## config.mk

```make
export PLATFORM = sky130hd
export DESIGN_NAME = rtrace_serializer
export DESIGN_NICKNAME = d
export VERILOG_FILES = /design/src/rtl/rtrace_pkg.sv /design/src/rtl/rtrace_beat_sel.sv /design/src/rtl/rtrace_pack_v2.sv /design/src/rtl/rtrace_pack_legacy.sv /design/src/rtl/rtrace_serializer.sv
export SDC_FILE = /design/constraint.sdc
export NUM_CORES = 2
export LEC_CHECK = 0
export BUFFER_PORTS_ARGS = -buffer_cell sky130_fd_sc_hd__buf_2
export CAP_MARGIN = 0
export CORE_AREA = 2 2 483 485
export CTS_CLUSTER_DIAMETER = 80
export CTS_CLUSTER_SIZE = 16
export DETAILED_ROUTE_END_ITERATION = 7
export DIE_AREA = 0 0 485 487
export MAX_ROUTING_LAYER = met4
export SYNTH_ARGS = -nofsm -noshare
export SYNTH_HDL_FRONTEND = slang
export SYNTH_SLANG_ARGS = --single-unit
```

## constraint.sdc

```tcl
create_clock -name clk -period 6 [get_ports clk]
set_clock_uncertainty 0.05 [all_clocks]
set_input_delay 0 -clock clk [delete_from_list [all_inputs] [get_ports clk]]
set_output_delay 0 -clock clk [all_outputs]
set_load 0.05 [all_outputs]
```

## src/rtl/rtrace_pkg.sv

```systemverilog
package rtrace_pkg;
    localparam int BEAT_W     = 64;
    localparam int WORD_W     = 64;
    localparam int BYTE_W     = 8;
    localparam int LANE_W     = 256;
    localparam int MASK_W     = 32;
    localparam int HDR_W      = 512;
    localparam int INTX_W     = 320;
    localparam int MEMX_W     = 704;
    localparam int LEG_W      = 704;
    localparam int HDR_BEATS  = HDR_W / BEAT_W;
    localparam int INT_BEATS  = INTX_W / BEAT_W;
    localparam int MEM_BEATS  = MEMX_W / BEAT_W;
    localparam int LEG_BEATS  = LEG_W / BEAT_W;
    localparam int MAX_SEG    = (MEM_BEATS > LEG_BEATS) ? MEM_BEATS : LEG_BEATS;
    localparam int IDX_W      = $clog2(MAX_SEG);

    localparam logic [WORD_W-1:0] HDR_MAGIC = 64'h3276_2d65_6361_7274;
    localparam logic [WORD_W-1:0] INT_MAGIC = 64'h6174_6164_2d74_6e69;
    localparam logic [WORD_W-1:0] MEM_MAGIC = 64'h6174_6164_2d6d_656d;
    localparam logic [BYTE_W-1:0] META_VALID_BYTE = 8'h01;
    localparam logic [BYTE_W-1:0] CAP_HALT_BYTE   = 8'h03;

    typedef enum logic [2:0] {
        TX_IDLE,
        TX_HEAD,
        TX_INTX,
        TX_MEMX,
        TX_LEGACY
    } tx_state_e;
endpackage

```

## src/rtl/rtrace_beat_sel.sv

```systemverilog
module rtrace_beat_sel #(
    parameter int SRC_W  = 512,
    parameter int BEAT_W = 64,
    parameter int IDX_W  = 4
) (
    input  logic [SRC_W-1:0]  src,
    input  logic [IDX_W-1:0]  idx,
    output logic [BEAT_W-1:0] beat
);
    localparam int NWORDS = SRC_W / BEAT_W;

    logic [BEAT_W-1:0] words [NWORDS];

    generate
        for (genvar g = 0; g < NWORDS; g++) begin : g_split
            assign words[g] = src[g*BEAT_W +: BEAT_W];
        end
    endgenerate

    always_comb begin
        beat = '0;
        for (int i = 0; i < NWORDS; i++) begin
            if (idx == IDX_W'(i)) beat = words[i];
        end
    end
endmodule

```

## src/rtl/rtrace_pack_v2.sv

```systemverilog
module rtrace_pack_v2
    import rtrace_pkg::*;
(
    input  logic [WORD_W-1:0] order,
    input  logic [WORD_W-1:0] insn,
    input  logic [BYTE_W-1:0] trap,
    input  logic [BYTE_W-1:0] halt,
    input  logic [BYTE_W-1:0] intr,
    input  logic [BYTE_W-1:0] mode,
    input  logic [BYTE_W-1:0] ixl,
    input  logic [WORD_W-1:0] pc_rdata,
    input  logic [WORD_W-1:0] pc_wdata,
    input  logic              int_on,
    input  logic              mem_on,
    input  logic [BYTE_W-1:0] rd_addr,
    input  logic [BYTE_W-1:0] rs1_addr,
    input  logic [BYTE_W-1:0] rs2_addr,
    input  logic [WORD_W-1:0] rd_wdata,
    input  logic [WORD_W-1:0] rs1_rdata,
    input  logic [WORD_W-1:0] rs2_rdata,
    input  logic [WORD_W-1:0] mem_addr,
    input  logic [LANE_W-1:0] mem_rdata,
    input  logic [LANE_W-1:0] mem_wdata,
    input  logic [MASK_W-1:0] mem_rmask,
    input  logic [MASK_W-1:0] mem_wmask,
    output logic [HDR_W-1:0]  hdr,
    output logic [INTX_W-1:0] intx,
    output logic [MEMX_W-1:0] memx
);
    // header word offsets
    localparam int H_SIZE  = 64;
    localparam int H_META  = 128;
    localparam int H_PC    = 320;
    localparam int H_AVAIL = 448;
    // metadata byte fields, relative to H_META
    localparam int M_INSN  = 64;
    localparam int M_TRAP  = 128;

    logic [WORD_W-1:0] byte_count;

    always_comb begin
        byte_count = WORD_W'(HDR_W / 8);
        if (int_on) byte_count = byte_count + WORD_W'(INTX_W / 8);
        if (mem_on) byte_count = byte_count + WORD_W'(MEMX_W / 8);
    end

    always_comb begin
        hdr = '0;
        hdr[0 +: WORD_W]                       = HDR_MAGIC;
        hdr[H_SIZE +: WORD_W]                  = byte_count;
        hdr[H_META +: WORD_W]                  = order;
        hdr[H_META + M_INSN +: WORD_W]         = insn;
        hdr[H_META + M_TRAP +: 6*BYTE_W]       = {META_VALID_BYTE, ixl, mode, intr, halt, trap};
        hdr[H_PC +: 2*WORD_W]                  = {pc_wdata, pc_rdata};
        hdr[H_AVAIL]                           = int_on;
        hdr[H_AVAIL + 1]                       = mem_on;
    end

    always_comb begin
        intx = '0;
        intx[0 +: WORD_W]          = INT_MAGIC;
        intx[64 +: 3*WORD_W]       = {rs2_rdata, rs1_rdata, rd_wdata};
        intx[256 +: 3*BYTE_W]      = {rs2_addr, rs1_addr, rd_addr};
    end

    always_comb begin
        memx = '0;
        memx[0 +: WORD_W]          = MEM_MAGIC;
        memx[64 +: LANE_W]         = mem_rdata;
        memx[320 +: LANE_W]        = mem_wdata;
        memx[576 +: 2*MASK_W]      = {mem_wmask, mem_rmask};
        memx[640 +: WORD_W]        = mem_addr;
    end
endmodule

```

## src/rtl/rtrace_pack_legacy.sv

```systemverilog
module rtrace_pack_legacy
    import rtrace_pkg::*;
(
    input  logic              cap_sel,
    input  logic [WORD_W-1:0] order,
    input  logic [WORD_W-1:0] insn,
    input  logic [BYTE_W-1:0] trap,
    input  logic [BYTE_W-1:0] halt,
    input  logic [BYTE_W-1:0] intr,
    input  logic [WORD_W-1:0] pc_rdata,
    input  logic [WORD_W-1:0] pc_wdata,
    input  logic [BYTE_W-1:0] rd_addr,
    input  logic [BYTE_W-1:0] rs1_addr,
    input  logic [BYTE_W-1:0] rs2_addr,
    input  logic [WORD_W-1:0] rd_wdata,
    input  logic [WORD_W-1:0] rs1_rdata,
    input  logic [WORD_W-1:0] rs2_rdata,
    input  logic [WORD_W-1:0] mem_addr,
    input  logic [WORD_W-1:0] mem_rdata_lo,
    input  logic [WORD_W-1:0] mem_wdata_lo,
    input  logic [BYTE_W-1:0] mem_rmask_lo,
    input  logic [BYTE_W-1:0] mem_wmask_lo,
    output logic [LEG_W-1:0]  leg
);
    localparam int L_TAIL = 640;
    localparam int L_HALT = 688;

    always_comb begin
        leg = '0;
        if (cap_sel) begin
            leg[L_HALT +: BYTE_W] = CAP_HALT_BYTE;
        end else begin
            leg[0 +: 10*WORD_W] = {mem_wdata_lo, mem_rdata_lo, mem_addr, rd_wdata,
                                   rs2_rdata, rs1_rdata, insn, pc_wdata, pc_rdata, order};
            leg[L_TAIL +: 8*BYTE_W] = {intr, halt, trap, rd_addr, rs2_addr, rs1_addr,
                                       mem_wmask_lo, mem_rmask_lo};
        end
    end
endmodule

```

## src/rtl/rtrace_serializer.sv

```systemverilog
module rtrace_serializer
    import rtrace_pkg::*;
(
    input  logic              clk,
    input  logic              rst_n,
    input  logic              legacy_mode,
    input  logic              cap_req,
    input  logic              ret_valid,
    output logic              ret_ready,
    input  logic [63:0]       rt_order,
    input  logic [63:0]       rt_insn,
    input  logic [7:0]        rt_trap,
    input  logic [7:0]        rt_halt,
    input  logic [7:0]        rt_intr,
    input  logic [7:0]        rt_mode,
    input  logic [7:0]        rt_ixl,
    input  logic [63:0]       rt_pc_rdata,
    input  logic [63:0]       rt_pc_wdata,
    input  logic              rt_int_present,
    input  logic [7:0]        rt_rd_addr,
    input  logic [7:0]        rt_rs1_addr,
    input  logic [7:0]        rt_rs2_addr,
    input  logic [63:0]       rt_rd_wdata,
    input  logic [63:0]       rt_rs1_rdata,
    input  logic [63:0]       rt_rs2_rdata,
    input  logic              rt_mem_present,
    input  logic [63:0]       rt_mem_addr,
    input  logic [255:0]      rt_mem_rdata,
    input  logic [255:0]      rt_mem_wdata,
    input  logic [31:0]       rt_mem_rmask,
    input  logic [31:0]       rt_mem_wmask,
    output logic              out_valid,
    input  logic              out_ready,
    output logic [63:0]       out_data,
    output logic              out_last
);
    tx_state_e          st_q, st_d;
    logic [IDX_W-1:0]   idx_q, idx_d, seg_last;
    logic               at_end, fire, take_rec, take_cap;
    logic               int_q, mem_q;
    logic [HDR_W-1:0]   hdr_q, hdr_w;
    logic [INTX_W-1:0]  intx_q, intx_w;
    logic [MEMX_W-1:0]  body_q, memx_w;
    logic [LEG_W-1:0]   leg_w;
    logic [BEAT_W-1:0]  hdr_beat, int_beat, body_beat;

    // register values masked by presence and by zero register addresses
    logic [BYTE_W-1:0]  rd_a, rs1_a, rs2_a;
    logic [WORD_W-1:0]  rd_v, rs1_v, rs2_v, maddr;
    logic [LANE_W-1:0]  mrd, mwd;
    logic [MASK_W-1:0]  mrm, mwm;

    always_comb begin
        rd_a  = rt_int_present ? rt_rd_addr  : '0;
        rs1_a = rt_int_present ? rt_rs1_addr : '0;
        rs2_a = rt_int_present ? rt_rs2_addr : '0;
        rd_v  = (rd_a  != '0) ? rt_rd_wdata  : '0;
        rs1_v = (rs1_a != '0) ? rt_rs1_rdata : '0;
        rs2_v = (rs2_a != '0) ? rt_rs2_rdata : '0;
        maddr = rt_mem_present ? rt_mem_addr  : '0;
        mrd   = rt_mem_present ? rt_mem_rdata : '0;
        mwd   = rt_mem_present ? rt_mem_wdata : '0;
        mrm   = rt_mem_present ? rt_mem_rmask : '0;
        mwm   = rt_mem_present ? rt_mem_wmask : '0;
    end

    rtrace_pack_v2 u_pack_v2 (
        .order     (rt_order),
        .insn      (rt_insn),
        .trap      (rt_trap),
        .halt      (rt_halt),
        .intr      (rt_intr),
        .mode      (rt_mode),
        .ixl       (rt_ixl),
        .pc_rdata  (rt_pc_rdata),
        .pc_wdata  (rt_pc_wdata),
        .int_on    (rt_int_present),
        .mem_on    (rt_mem_present),
        .rd_addr   (rd_a),
        .rs1_addr  (rs1_a),
        .rs2_addr  (rs2_a),
        .rd_wdata  (rd_v),
        .rs1_rdata (rs1_v),
        .rs2_rdata (rs2_v),
        .mem_addr  (maddr),
        .mem_rdata (mrd),
        .mem_wdata (mwd),
        .mem_rmask (mrm),
        .mem_wmask (mwm),
        .hdr       (hdr_w),
        .intx      (intx_w),
        .memx      (memx_w)
    );

    rtrace_pack_legacy u_pack_leg (
        .cap_sel      (cap_req),
        .order        (rt_order),
        .insn         (rt_insn),
        .trap         (rt_trap),
        .halt         (rt_halt),
        .intr         (rt_intr),
        .pc_rdata     (rt_pc_rdata),
        .pc_wdata     (rt_pc_wdata),
        .rd_addr      (rd_a),
        .rs1_addr     (rs1_a),
        .rs2_addr     (rs2_a),
        .rd_wdata     (rd_v),
        .rs1_rdata    (rs1_v),
        .rs2_rdata    (rs2_v),
        .mem_addr     (maddr),
        .mem_rdata_lo (mrd[WORD_W-1:0]),
        .mem_wdata_lo (mwd[WORD_W-1:0]),
        .mem_rmask_lo (mrm[BYTE_W-1:0]),
        .mem_wmask_lo (mwm[BYTE_W-1:0]),
        .leg          (leg_w)
    );

    rtrace_beat_sel #(.SRC_W(HDR_W), .BEAT_W(BEAT_W), .IDX_W(IDX_W)) u_sel_hdr (
        .src (hdr_q), .idx (idx_q), .beat (hdr_beat)
    );
    rtrace_beat_sel #(.SRC_W(INTX_W), .BEAT_W(BEAT_W), .IDX_W(IDX_W)) u_sel_int (
        .src (intx_q), .idx (idx_q), .beat (int_beat)
    );
    rtrace_beat_sel #(.SRC_W(MEMX_W), .BEAT_W(BEAT_W), .IDX_W(IDX_W)) u_sel_body (
        .src (body_q), .idx (idx_q), .beat (body_beat)
    );

    // last beat index of the segment being sent
    always_comb begin
        unique case (st_q)
            TX_IDLE:   seg_last = '0;
            TX_HEAD:   seg_last = IDX_W'(HDR_BEATS - 1);
            TX_INTX:   seg_last = IDX_W'(INT_BEATS - 1);
            TX_MEMX:   seg_last = IDX_W'(MEM_BEATS - 1);
            TX_LEGACY: seg_last = IDX_W'(LEG_BEATS - 1);
            default:   seg_last = '0;
        endcase
    end

    assign at_end = (idx_q == seg_last);

    // outputs
    always_comb begin
        out_valid = (st_q != TX_IDLE);
        ret_ready = (st_q == TX_IDLE) && !cap_req;
        out_data  = '0;
        out_last  = 1'b0;
        unique case (st_q)
            TX_IDLE: ;
            TX_HEAD: begin
                out_data = hdr_beat;
                out_last = at_end && !int_q && !mem_q;
            end
            TX_INTX: begin
                out_data = int_beat;
                out_last = at_end && !mem_q;
            end
            TX_MEMX, TX_LEGACY: begin
                out_data = body_beat;
                out_last = at_end;
            end
            default: ;
        endcase
    end

    assign fire     = out_valid && out_ready;
    assign take_cap = cap_req && (st_q == TX_IDLE);
    assign take_rec = ret_valid && ret_ready;

    // next state
    always_comb begin
        st_d  = st_q;
        idx_d = idx_q;
        if (fire) idx_d = at_end ? '0 : idx_q + 1'b1;
        unique case (st_q)
            TX_IDLE: begin
                if (take_cap)      st_d = TX_LEGACY;
                else if (take_rec) st_d = legacy_mode ? TX_LEGACY : TX_HEAD;
            end
            TX_HEAD: if (fire && at_end) begin
                if (int_q)      st_d = TX_INTX;
                else if (mem_q) st_d = TX_MEMX;
                else            st_d = TX_IDLE;
            end
            TX_INTX: if (fire && at_end) st_d = mem_q ? TX_MEMX : TX_IDLE;
            TX_MEMX: if (fire && at_end) st_d = TX_IDLE;
            TX_LEGACY: if (fire && at_end) st_d = TX_IDLE;
            default: st_d = TX_IDLE;
        endcase
    end

    always_ff @(posedge clk or negedge rst_n) begin
        if (!rst_n) begin
            st_q  <= TX_IDLE;
            idx_q <= '0;
        end else begin
            st_q  <= st_d;
            idx_q <= idx_d;
        end
    end

    // packet capture
    always_ff @(posedge clk or negedge rst_n) begin
        if (!rst_n) begin
            hdr_q  <= '0;
            intx_q <= '0;
            body_q <= '0;
            int_q  <= 1'b0;
            mem_q  <= 1'b0;
        end else if (take_cap) begin
            body_q <= leg_w;
        end else if (take_rec) begin
            hdr_q  <= hdr_w;
            intx_q <= intx_w;
            body_q <= legacy_mode ? leg_w : memx_w;
            int_q  <= rt_int_present;
            mem_q  <= rt_mem_present;
        end
    end
endmodule

```

# [After elaboration in Yosys (flattened, before gate mapping)]
# Cells that the tools add are included.
[op_classes] n_addsub=2 eq_ne=19 reduce_logical=21 muxes=56 bitwise=1
[ops] op="$mux W704" n=3
[ops] op="$mux W64" n=27
[ops] op="$mux W688" n=1
[ops] op="$mux W256" n=2
[ops] op="$pmux W64 S3" n=1
[ops] op="$mux W32" n=2
[ops] op="$mux W63" n=1
[ops] op="$mux W62" n=1
[ops] op="$mux W8" n=5
[ops] op="$reduce_bool A8 Y1" n=3
[ops] op="$mux W3" n=6
[ops] op="$eq A4 B3 Y1 const B" n=4
[ops] op="$eq A4 B4 Y1 const B" n=3
[ops] op="$pmux W3 S4" n=1
[ops] op="$pmux W4 S3" n=1
[ops] op="$add A7 B7 Y8 const B" n=1
[ops] op="$eq A4 B2 Y1 const B" n=2
[ops] op="$logic_and A1 B1 Y1" n=8
[ops] op="$eq A3 B2 Y1 const B" n=2
[ops] op="$mux W6" n=1
[ops] op="$add A4 B1 Y4 const B" n=1
[ops] op="$eq A4 B1 Y1 const B" n=1
[ops] op="$eq A4 B4 Y1" n=1
[ops] op="$logic_not A4 Y1" n=1
[ops] op="other kinds (16)" n=20
[totals] input_bits=1160 regBits=1353 output_inout_bits=67

# [Depth between registers and ports, before layout]
[logic_depth] ltp_word=13 mapped_depth=12

# [Modules after synthesis]
# A second synthesis with hierarchy kept.
[unflattened] cells_unflattened=11432 area_unflattened_um2=100928.0
[modules_own_cells] mod="rtrace_serializer" n_inst=1 area_per_inst_um2=70203.6 cells_per_inst=6975
[modules_own_cells] mod="rtrace_pack_v2" n_inst=1 area_per_inst_um2=11561.1 cells_per_inst=1541
[modules_own_cells] mod="rtrace_beat_sel at u_sel_body" n_inst=1 area_per_inst_um2=6144.6 cells_per_inst=979
[modules_own_cells] mod="rtrace_beat_sel at u_sel_hdr" n_inst=1 area_per_inst_um2=5206.2 cells_per_inst=675
[modules_own_cells] mod="rtrace_pack_legacy" n_inst=1 area_per_inst_um2=5064.9 cells_per_inst=782
[modules_own_cells] mod="rtrace_beat_sel at u_sel_int" n_inst=1 area_per_inst_um2=2747.6 cells_per_inst=480

# [Worst setup path before layout]
# No wires, ideal clock.
[synth_timing] path_type="register to output" start="register idx_q[0]" end="output out_data[39]" path_stages_with_launch=11 arrival_time_ps=3697 slack_ps=2253 required_ps=5950 path_cell_list="dfrtp_1 > inv_1 > ha_1 > buf_2 > inv_1 > clkbuf_1 > clkbuf_1 > o211ai_1 > a21oi_1 > a21oi_1 > o311ai_0"
[synth_between] elab_chain_len=13 elab_cells_between_ends=34 classes_between="eq/ne (10); mux (23); reduce/logical (1)"
[synth_lines] item="start: declaration" line="rtrace_serializer.sv:38" source="logic [IDX_W-1:0] idx_q, idx_d, seg_last;"
[synth_lines] item="start signal: assignment" line="rtrace_serializer.sv:198" source="idx_q <= idx_d;"
[synth_lines] item="$logic_not A4 Y1" line="rtrace_beat_sel.sv:23" source="if (idx == IDX_W'(i)) beat = words[i];"
[synth_lines] item="$mux W64 (11 in series)" line="rtrace_beat_sel.sv:23"
[synth_lines] item="$pmux W64 S3 *" line="rtrace_serializer.sv:148" source="unique case (st_q)"
[synth_lines] item="end: declaration" line="rtrace_serializer.sv:34" source="output logic [63:0] out_data,"
# Mark *: on every way between the ends. The rest lies on a longest branch, timed or not.

# [Worst setup path in the final report]
[layout_timing] start="register idx_q[0]" end="output out_data[32]"
# The elaborated chain is that of the path after synthesis.

==> metrics <==
run status=complete, but fails checks; failing checks=DRC, hold timing; nets=10.4k; Top delay family on crit path=compound AO/OA/AOI/OAI gates; layout cells sized above 1=16.9%; Die Wd=485 um; post-synthesis mux area share=0%; Crit path depth=9; crit path from=idx_q[0]; htree depth=3; ys async rst share=100%; Syn Area/Cell=9.01 um^2; unrepaired setup endpoints after global routing=false; CP cell instances=inv_1, ha_4, nand3b_1, a21oi_4, o21ai_0, o21ai_1, a22oi_1, o211ai_1, buf_2; Slew headroom=2.67%; Total GRT Usage=39.4%; DRC=3; Post-CTS Hold Buffers=1673; gpl congestion=1.04; initial antenna violation count=153; io pins=1227; post_cts resized=0; Worst setup SP type=flip-flop; EDFF count, synth=0; Synth Area in XOR/XNOR=0.0143%; post-synthesis cell area=0.0612 mm^2; syn_nets=7954; Synth Register Bits=1230; Area contributors post-synth=dfrtp_1 (50%), nand2_1 (9.3%), a22o_1 (5.2%); Power Density=466 mW/mm^2; worst min-delay path class=in -> reg; adder-cell area share of the yosys netlist=0.143%; core footprint=0.231 mm^2; static leakage=0.0423 uW; WHS Path Cells=4; Tcrit/Tclk final=91.4%; top cells by count, synth=nand2_1 (1517), dfrtp_1 (1230), o21ai_0 (599); IO buf count=1226; Total Wirelength=470 mm; die extent in y=487 um; die area=0.236 mm^2; slowest stage delay, CP=1190 ps; CTS root buffer=clkbuf_16; Post-Synthesis Cells=6787; Setup TNS=0 ps; Vias/cell=5.94; Yosys warnings=0; Reg clk slew, reported paths=70 ps; Crit path arrival time=5440 ps; post-place setup slack=1570 ps; initial DRC count=10.7k; Compound-Gate Fraction of Synth Area=30.7%; Seq/Total Area, Yosys=50.3%; Final setup viols=0; Initial Utilization=26.4%; Final Hold Violating Endpoints=2; fin. max-slew vios=0; peak supply drop=0.000820 V; Pre-antenna DRT Iters=8; top_reg_cell synth=dfrtp_1; largest net degree at the start of global routing=232; clock sink total=1230; via count=73.9k; most frequent cell after synthesis=nand2_1; Yosys top cell by area=dfrtp_1; Yosys top cell area share=50.3%; CTS Buf Count=96; Post-CTS Setup Bufs=0; min-delay src=rt_insn[17]; Worst Setup End Kind=output port; Clock Tree Buf Depth=3; WHS=-17.4 ps; row count=177; fin crit period=5490 ps; worst-path fanout max=21; Detail Placement HPWL=343 mm; CP max stage cell=o211ai_1; Setup Crit Path Kind=reg -> out; Synth Area in Simple Gates=13.3%; first-pass GRT wire length=623 mm; worst slew pin tran=1450 ps; reg2reg path depth=10; WP data required=5950 ps; fillcell total=23.2k; setup ws final=515 ps; fmax=182 MHz; vias in the first global route=72.5k; drt wl/cell=37.8 um; R2R Path Start=st_q[1]; Distinct cells, synth=65; total gr overflow=0; Buf/Inv on CP=2; worst-skew pair later-pin latency=790 ps; largest family of logic cells by synthesized area=compound AO/OA/AOI/OAI gates; Max Cap Violations=0; TritonCTS clock tree=built; remaining antenna violation count=0; synthesis-to-finish area growth=46.9%
[cells by family after synthesis]
logic type,count (synthesis)
XOR/XNOR,1
adder cells (fa/ha/maj),7
buffers and inverters,820
AND/OR/NAND/NOR,1996
flip-flops,1230
AO/OA/AOI/OAI,2733
[metal layers]
metal	wire (um)	part of all wire, %	track usage [%]
met2	213000	45	61.0
met4	49700	11	32.7
met3	42700	9.1	8.31
met5	0	0	-
met1	165000	35	43.9
[final timing paths]
path / to / slack [ps]
max: out_data[32] / 510
min in group asynchronous: body_q[432] / 0
min reg2reg: body_q[42] / 420
max in group asynchronous: hdr_q[396] / 4820
min: hdr_q[209] / -20
max reg2reg: body_q[499] / 650
[power by group]
| group | leakage (uW) | switching (uW) | internal (uW) | total (uW) |
|---|---|---|---|---|
| Sequential | 0.0163 | 3310 | 11300 | 14700 |
| Combinational | 0.0247 | 14300 | 6350 | 20600 |
| Clock | 0.00136 | 3500 | 3090 | 6600 |
[state kept, by name, indices dropped and copies added, names as in the netlist]
signal,cells
st_q,3
hdr_q,302
body_q,704
idx_q,4
intx_q,217
[layout make-up]
class | instances | area (um^2) | area share, %
repair buffers | 3030 | 24200 | 27.0
clock buffers | 103 | 2500 | 2.78
well taps | 3043 | 3810 | 4.24
flip-flops and latches | 1230 | 30800 | 34.3
diodes | 118 | 295 | 0.329
clock inverters | 29 | 297 | 0.330
inverters | 140 | 536 | 0.596
multi-input cells | 4737 | 27400 | 30.5
[layout by cell type, fill, tap and decap left out, types with 55 or more instances in the layout]
master / n
a222oi_1: 78
clkbuf_16: 99
dfrtp_1: 1228
a221oi_1: 114
buf_2: 1221
a21oi_1: 456
a221o_1: 55
nand2_1: 1512
dlygate4sd3_1: 1672
nor2_1: 174
a22o_1: 366
o221ai_1: 70
a22oi_1: 396
o21ai_0: 599
diode_2: 118
buf_4: 108
o22ai_1: 177
a21o_1: 178
inv_1: 133
o211ai_1: 59
nand3_1: 71
[metrics by stage]
stage	area, um^2	power (uW)	cells	util, %
floorplan	61200	23400	6787	-
global placement	70000	32900	10507	30.2
detailed placement	70000	33000	10507	30.2
CTS	89600	41000	12312	38.7
global route	89800	42900	12406	38.8
finish	89900	41900	12430	38.8
[worst register-to-register path, stage by stage (launching register included)]
cell and delay, ps:
dfrtp_1 630, nor3_4 610, inv_2 220, nor2_2 270
nand2_8 430, nor3_4 950, buf_4 640, a222oi_1 220
dlygate4sd3_1 650, inv_1 60, dlygate4sd3_1 550
(Power assumes the default switching activity.)
